`src/rtl/exec_unit.sv`:
```
module exec_unit #(
  parameter int XLEN  = 32,
  parameter int IMM_W = 16,
  parameter int SH_W  = 5
) (
  input  logic [5:0]       op_code,
  input  logic [5:0]       fn_code,
  input  logic [XLEN-1:0]  src_a,
  input  logic [XLEN-1:0]  src_b,
  input  logic [IMM_W-1:0] imm16,
  input  logic [SH_W-1:0]  shamt,
  output logic [XLEN-1:0]  result,
  output logic             zero,
  output logic             illegal
);
  localparam logic [5:0] OP_REG  = 6'b000000;
  localparam logic [5:0] OP_ADDI = 6'b001000;
  localparam logic [5:0] OP_SLTI = 6'b001010;
  localparam logic [5:0] OP_ANDI = 6'b001100;
  localparam logic [5:0] OP_ORI  = 6'b001101;
  localparam logic [5:0] OP_LUI  = 6'b001111;
  localparam logic [5:0] OP_LDW  = 6'b100011;
  localparam logic [5:0] OP_LDB  = 6'b100000;
  localparam logic [5:0] OP_STW  = 6'b101011;
  localparam logic [5:0] OP_STB  = 6'b101000;

  localparam logic [5:0] FN_SLL = 6'b000000;
  localparam logic [5:0] FN_SRL = 6'b000010;
  localparam logic [5:0] FN_ADD = 6'b100000;
  localparam logic [5:0] FN_SUB = 6'b100010;
  localparam logic [5:0] FN_AND = 6'b100100;
  localparam logic [5:0] FN_OR  = 6'b100101;
  localparam logic [5:0] FN_NOR = 6'b100111;
  localparam logic [5:0] FN_SLT = 6'b101010;

  localparam int EXT_W = XLEN - IMM_W;

  typedef enum logic [3:0] {
    K_ADD, K_SUB, K_AND, K_OR, K_NOR, K_SLL, K_SRL, K_SLT, K_LUI, K_BAD
  } kind_t;

  kind_t           kind;
  logic            use_imm;
  logic            imm_zext;
  logic [XLEN-1:0] imm_ext;
  logic [XLEN-1:0] opnd_b;
  logic            sub_en;
  logic [XLEN-1:0] sum;
  logic            less;

  always_comb begin
    kind     = K_BAD;
    use_imm  = 1'b1;
    imm_zext = 1'b0;
    if (op_code == OP_REG) begin
      use_imm = 1'b0;
      case (fn_code)
        FN_ADD:  kind = K_ADD;
        FN_SUB:  kind = K_SUB;
        FN_AND:  kind = K_AND;
        FN_OR:   kind = K_OR;
        FN_NOR:  kind = K_NOR;
        FN_SLL:  kind = K_SLL;
        FN_SRL:  kind = K_SRL;
        FN_SLT:  kind = K_SLT;
        default: kind = K_BAD;
      endcase
    end else begin
      case (op_code)
        OP_ADDI, OP_LDW, OP_LDB, OP_STW, OP_STB: kind = K_ADD;
        OP_SLTI: kind = K_SLT;
        OP_ANDI: begin kind = K_AND; imm_zext = 1'b1; end
        OP_ORI:  begin kind = K_OR;  imm_zext = 1'b1; end
        OP_LUI:  kind = K_LUI;
        default: kind = K_BAD;
      endcase
    end
  end

  assign imm_ext = imm_zext ? {{EXT_W{1'b0}}, imm16}
                            : {{EXT_W{imm16[IMM_W-1]}}, imm16};
  assign opnd_b  = use_imm ? imm_ext : src_b;

  assign sub_en = (kind == K_SUB) || (kind == K_SLT);
  assign sum    = src_a + (sub_en ? ~opnd_b : opnd_b) + {{(XLEN-1){1'b0}}, sub_en};
  assign less   = (src_a[XLEN-1] != opnd_b[XLEN-1]) ? src_a[XLEN-1] : sum[XLEN-1];

  always_comb begin
    case (kind)
      K_ADD, K_SUB: result = sum;
      K_AND:        result = src_a & opnd_b;
      K_OR:         result = src_a | opnd_b;
      K_NOR:        result = ~(src_a | opnd_b);
      K_SLL:        result = src_b << shamt;
      K_SRL:        result = src_b >> shamt;
      K_SLT:        result = {{(XLEN-1){1'b0}}, less};
      K_LUI:        result = {imm16, {EXT_W{1'b0}}};
      default:      result = '0;
    endcase
  end

  assign illegal = (kind == K_BAD);
  assign zero    = (result == '0);
endmodule


```
`config.mk`:
```
export PLATFORM = sky130hd
export DESIGN_NAME = exec_unit
export DESIGN_NICKNAME = d
export VERILOG_FILES = /design/src/rtl/exec_unit.sv
export SDC_FILE = /design/constraint.sdc
export NUM_CORES = 1
export LEC_CHECK = 0
export BUFFER_PORTS_ARGS = -buffer_cell sky130_fd_sc_hd__buf_4
export CAP_MARGIN = 20
export CORE_ASPECT_RATIO = 1.1
export CORE_MARGIN = 1
export CORE_UTILIZATION = 35
export DETAILED_ROUTE_END_ITERATION = 12
export GPL_ROUTABILITY_DRIVEN = 1
export PLACE_DENSITY = 0.65
export SYNTH_ARGS = -nofsm -noshare
export SYNTH_HDL_FRONTEND = slang
export SYNTH_SLANG_ARGS = --single-unit
```
`constraint.sdc`:
```
create_clock -name vclk -period 5.68
set_input_delay 0 -clock vclk [all_inputs]
set_output_delay 0 -clock vclk [all_outputs]
set_load 0.03 [all_outputs]
```
## Yosys cells after proc, flatten, opt, wreduce, memory -nomap -nowiden

Cells that the tools add are included.

| cells by class | value |
|---|---|
| $add $sub $neg | 2 |
| equal/unequal tests | 26 |
| shift operators | 2 |
| muxes and demuxes | 10 |
| bitwise gates (word level) | 4 |
| reductions and logical operators | 8 |

Operators with widths:

| cell | count |
|---|---|
| 32-bit case mux with 8 select lines | 1 |
| 32-bit two-way mux | 3 |
| 32-bit inverter | 2 |
| 6-bit == test (second input constant) | 10 |
| 32-bit by 1-bit adder with 32-bit output | 1 |
| 32-bit adder | 1 |
| 32-bit bitwise AND | 1 |
| 32-bit zero test | 1 |
| 32-bit OR | 1 |
| 4-bit case mux with 8 select lines | 1 |
| 32-bit by 5-bit left shift with 32-bit output | 1 |
| 32-bit by 5-bit >> shifter with 32-bit output | 1 |
| 6-bit by 4-bit == test with 1-bit output (second input constant) | 5 |
| 4-bit case mux with 5 select lines | 1 |
| 4-bit by 3-bit == test with 1-bit output (second input constant) | 4 |
| 6-bit zero test | 2 |
| 4-bit by 2-bit == test with 1-bit output (second input constant) | 2 |
| 4-bit == test (second input constant) | 2 |
| 6-bit by 2-bit == test with 1-bit output (second input constant) | 1 |
| 5-bit OR reduction | 1 |
| 4-bit by 1-bit == test with 1-bit output (second input constant) | 1 |
| 4-bit zero test | 1 |
| 4-bit two-way mux | 1 |
| 2-bit OR reduction | 2 |
| 3 further kinds | 5 |

| storage, ports and cells | value |
|---|---|
| register bits | 0 |
| bits of input ports | 97 |
| output and inout bits | 34 |
| logic and storage cells | 52 |

## Longest topological paths before layout

| depth | value |
|---|---|
| depth after elaboration | 13 |
| gate-level depth with buffers | 23 |
| gate-level depth less buffers | 19 |

## Worst setup path after synthesis

No wires, ideal clock.

| timing path | value |
|---|---|
| path type | in2out |
| from | input op_code[1] |
| to | output zero |
| data arrival time | 6,122 ps |
| data required time | 5,680 ps |
| slack | -442 ps |
| stages on the path | 22 |
| buffers on the path | 4 |
| cell sequence | buf_2 -> nor2_1 -> nand3b_4 -> nor4_2 -> o21ai_2 -> buf_6 -> a21boi_1 -> clkbuf_1 -> xnor2_1 -> ha_1 -> clkbuf_1 -> nand2_1 -> o21a_1 -> o211ai_1 -> o21ai_0 -> nand4_1 -> o311ai_1 -> a2111oi_2 -> o21ai_1 -> or4_1 -> or4b_1 -> nor4_1 |

| between the ends | value |
|---|---|
| elaborated cells on any way between the ends | 40 |
| classes of those cells | 2 x add/sub; 18 x eq/ne; 9 x mux; 4 x bitwise; 7 x reduce/logical |

RTL lines:

| what | RTL line | source |
|---|---|---|
| from (decl) | 6 | `input logic [5:0] op_code,` |
| 6-bit by 4-bit == test with 1-bit output or 6-bit == test (tied branches) | 69 | `case (op_code)` |
| 5-bit OR reduction | 69 |  |
| 4-bit case mux with 5 select lines | 69 |  |
| 4-bit two-way mux | 55 | `if (op_code == OP_REG) begin` |
| 4-bit by 1-bit == test with 1-bit output or 4-bit by 3-bit == test with 1-bit output (tied branches) | 84, 89 |  |
| 1-bit logical OR | 84 | `assign sub_en = (kind == K_SUB) \|\| (kind == K_SLT);` |
| 32-bit two-way mux | 85 | `assign sum = src_a + (sub_en ? ~opnd_b : opnd_b) + {{(XLEN-1){1'b0}}, sub_en};` |
| 32-bit adder | 85 |  |
| 32-bit by 1-bit adder with 32-bit output | 85 |  |
| 32-bit case mux with 8 select lines * | 89 | `case (kind)` |
| via result[11] | 12 | `output logic [XLEN-1:0] result,` |
| 32-bit zero test * | 103 | `assign zero = (result == '0);` |
| to (decl) | 13 | `output logic zero,` |

The timed path passes the listed nets; every way through them passes the cells marked *.

## Worst setup path after layout

| timing path | value |
|---|---|
| from | input op_code[3] |
| to | output zero |

| between the ends | value |
|---|---|
| longest elaborated chain between the ends | 13 |
| elaborated cells on any way between the ends | 40 |
| classes of those cells | 2 x add/sub; 18 x eq/ne; 9 x mux; 4 x bitwise; 7 x reduce/logical |

RTL lines:

| what | RTL line |
|---|---|
| parallel branches: the longest is 11 deep, another holds 32-bit adder | n/a |
| 32-bit case mux with 8 select lines * | 89 |
| 32-bit zero test * | 103 |

Every way passes the cells marked *.

==> out/summary.txt <==
Crit path to - zero
Syn-to-layout area delta - 15.4%
Post-synthesis cell type count - 94
Crit-path max FO - 15
Remaining routing DRC violations - 0
First-pass GRT wire length - 68.1 mm
CP Class - primary input to primary output
Worst-path cell chain - buf_4 > nor4_4 > nand3b_4 > nor4_4 > o21ai_2 > a21boi_4 > buf_6 > buf_8 > xor2_1 > ha_1 > a21o_1 > a21o_1 > a21oi_2 > o31a_1 > mux2i_1 > a221oi_1 > o311ai_0 > a211oi_2 > nand4_1 > or4b_4 > nor4_4 > buf_4
Most common cell on crit path - nor4_4
Top cells by area, synth - mux4_2, mux2i_1, a21oi_1
Layout cells sized above 1 - 22.8%
Final worst-path setup slack - 0.240 ns
Yosys top cell area share - 12.3%
Crit start category - primary input
Fmax - 184 MHz
M1 wire length - 17.8 mm
Core area - 25400 sq um
CP Capture Type - primary output
Final TNS setup - 0 ns
Cts hold-fix bufs - 0
Met2 routed WL - 20.6 mm
Crit path DAT - 5.44 ns
Clock buffers - 0
CP top delay family - compound AO/OA/AOI/OAI gates
RSZ-0062 raised after global routing - false
Mapped Avg Cell Area - 7.09 sq um
Hpwl dp - 36.5 mm
Starting DRT DRC Count - 1696
Post-route ant nets - 0
Vias per cell - 6.98
Routed vias - 11898
Top Ports - 131
Hold Crit Class - primary input to primary output
WP buf/inv - 4
YS warnings - 0
Initial antenna violation count - 1
Post-synthesis sequential area ratio - 0%
Wire length on met3 - 5.11 mm
Slew HR - 18.3%
Syn Nets - 1420
Placement Setup Slack - -0.0437 ns
DR WL/cell - 27.1 um
Status - finished, final reports clean
CP Launch Point - op_code[3]
Die W - 156 um
Commonest non-fill, non-tap cell in the layout - buf_4
CP max stage cell - or4b_4
Initial Util - 35.9%
Slew Viols, Final - 0
Die Height - 171 um
Worst slew pin tran - 1.22 ns
Largest net degree at the start of global routing - 81
Congestion Overflow GR - 0
Synthesized instance count - 1286
Row cnt - 61
Number of buffers added on ports - 131
Seq Cell Count - 0
WHS - 0.475 ns
Die area - 26700 sq um
Top routing layer in use - met4
CP peak stage delay - 0.61 ns
Total track usage - 33.5%
First-pass DRT Iterations - 6
Netlist Area Pre-Place - 9120 sq um
Leading area contributor after synthesis - mux4_2
Post-layout nets - 1493
Worst EP required - 5.68 ns
Gp weighted congestion - 1.05
Number of global-route vias before repair - 10719
Filler Cell Count - 2630
Final worst path period need - 5.44 ns
Commonest cells after routing, fill and taps aside - buf_4, nand2_1, nor2_1
Setup-failing EPs final - 0
Final Hold Vio Count - 0
Critical path depth - 22
Post-Route WL - 46.2 mm
Final period util - 95.8%
Max Cap Viol - 0
FF+latch area - 0 sq um
==> per-stage QoR <==
step	std cells	cell area, sq um	util (%)
5_1_grt	1703	10500	41.4
6_report	1705	10500	41.4
3_3_place_gp	1701	10400	41.1
3_5_place_dp	1701	10400	41.1
2_1_floorplan	1286	9140	-
4_1_cts	1701	10500	41.1
==> how the worst min path moves through the flow <==
stage                     cells after the start       from         end  slack (ns)
final                                         3  src_a[14]  result[14]        0.48
after global routing                          3  src_a[14]  result[14]        0.47
after CTS                                     3  src_a[14]  result[14]        0.46
after detailed placement                      3  src_a[14]  result[14]        0.46
after global placement                        4  src_a[26]  result[26]        0.46
after floorplan                               1  src_a[14]  result[14]        0.27
==> synth_stat cells (8+ instances only) <==
cell       instances
o211ai_1          27
xor2_1            27
nand4_1           21
a31oi_1           17
and3_1            15
nor2b_1           13
o21ai_0           69
ha_1              36
nor3_1            43
nand2b_1          19
and2_1            10
xnor2_1           18
nor2_1           112
o21a_1            15
buf_2             29
mux2i_1           88
a21oi_1           93
o2111ai_1          8
o31ai_1            9
inv_1             27
nand2_1          122
nand3_1           41
mux2_2            28
clkbuf_1          71
a211oi_1          18
or3_1             13
nand3b_1           8
a2111oi_0         10
mux4_2            50
a21o_1            25
a221oi_1          14
nor4_1             8
o22ai_1           19
nor3b_1            9
==> layout make-up <==
type | instances | area, sq um | share of cell area [%]
antenna | 2 | 5.00 | 0.0475
inverter | 28 | 105 | 0.998
tap | 346 | 433 | 4.11
multi-input combinational | 1144 | 8580 | 81.5
timing repair buffer | 185 | 1400 | 13.3
==> tightest hold or removal path, stage by stage <==
cell and delay (ns):
buf_4 0.11, a211o_1 0.18, buf_4 0.18
==> logic make-up after synthesis <==
kind of cell / share of synthesized area [%]
buf+inv: 6.78
compound gates: 32.2
mux: 25.5
simple gates: 26.0
xor+xnor: 4.32
fa+ha+maj: 5.27
==> metal layers <==
layer  up-vias  track usage [%]
li1       5149                -
met5         -                0
met4         0             15.9
met3       170             5.39
met1      5705             43.3
met2       874             54.1
==> timing repair <==
item	CTS	global route
endpoints found under the setup margin	1	1
endpoints found under the hold margin	0	0
buffers inserted	0	2
resized for setup	1	14
pin swaps	0	3
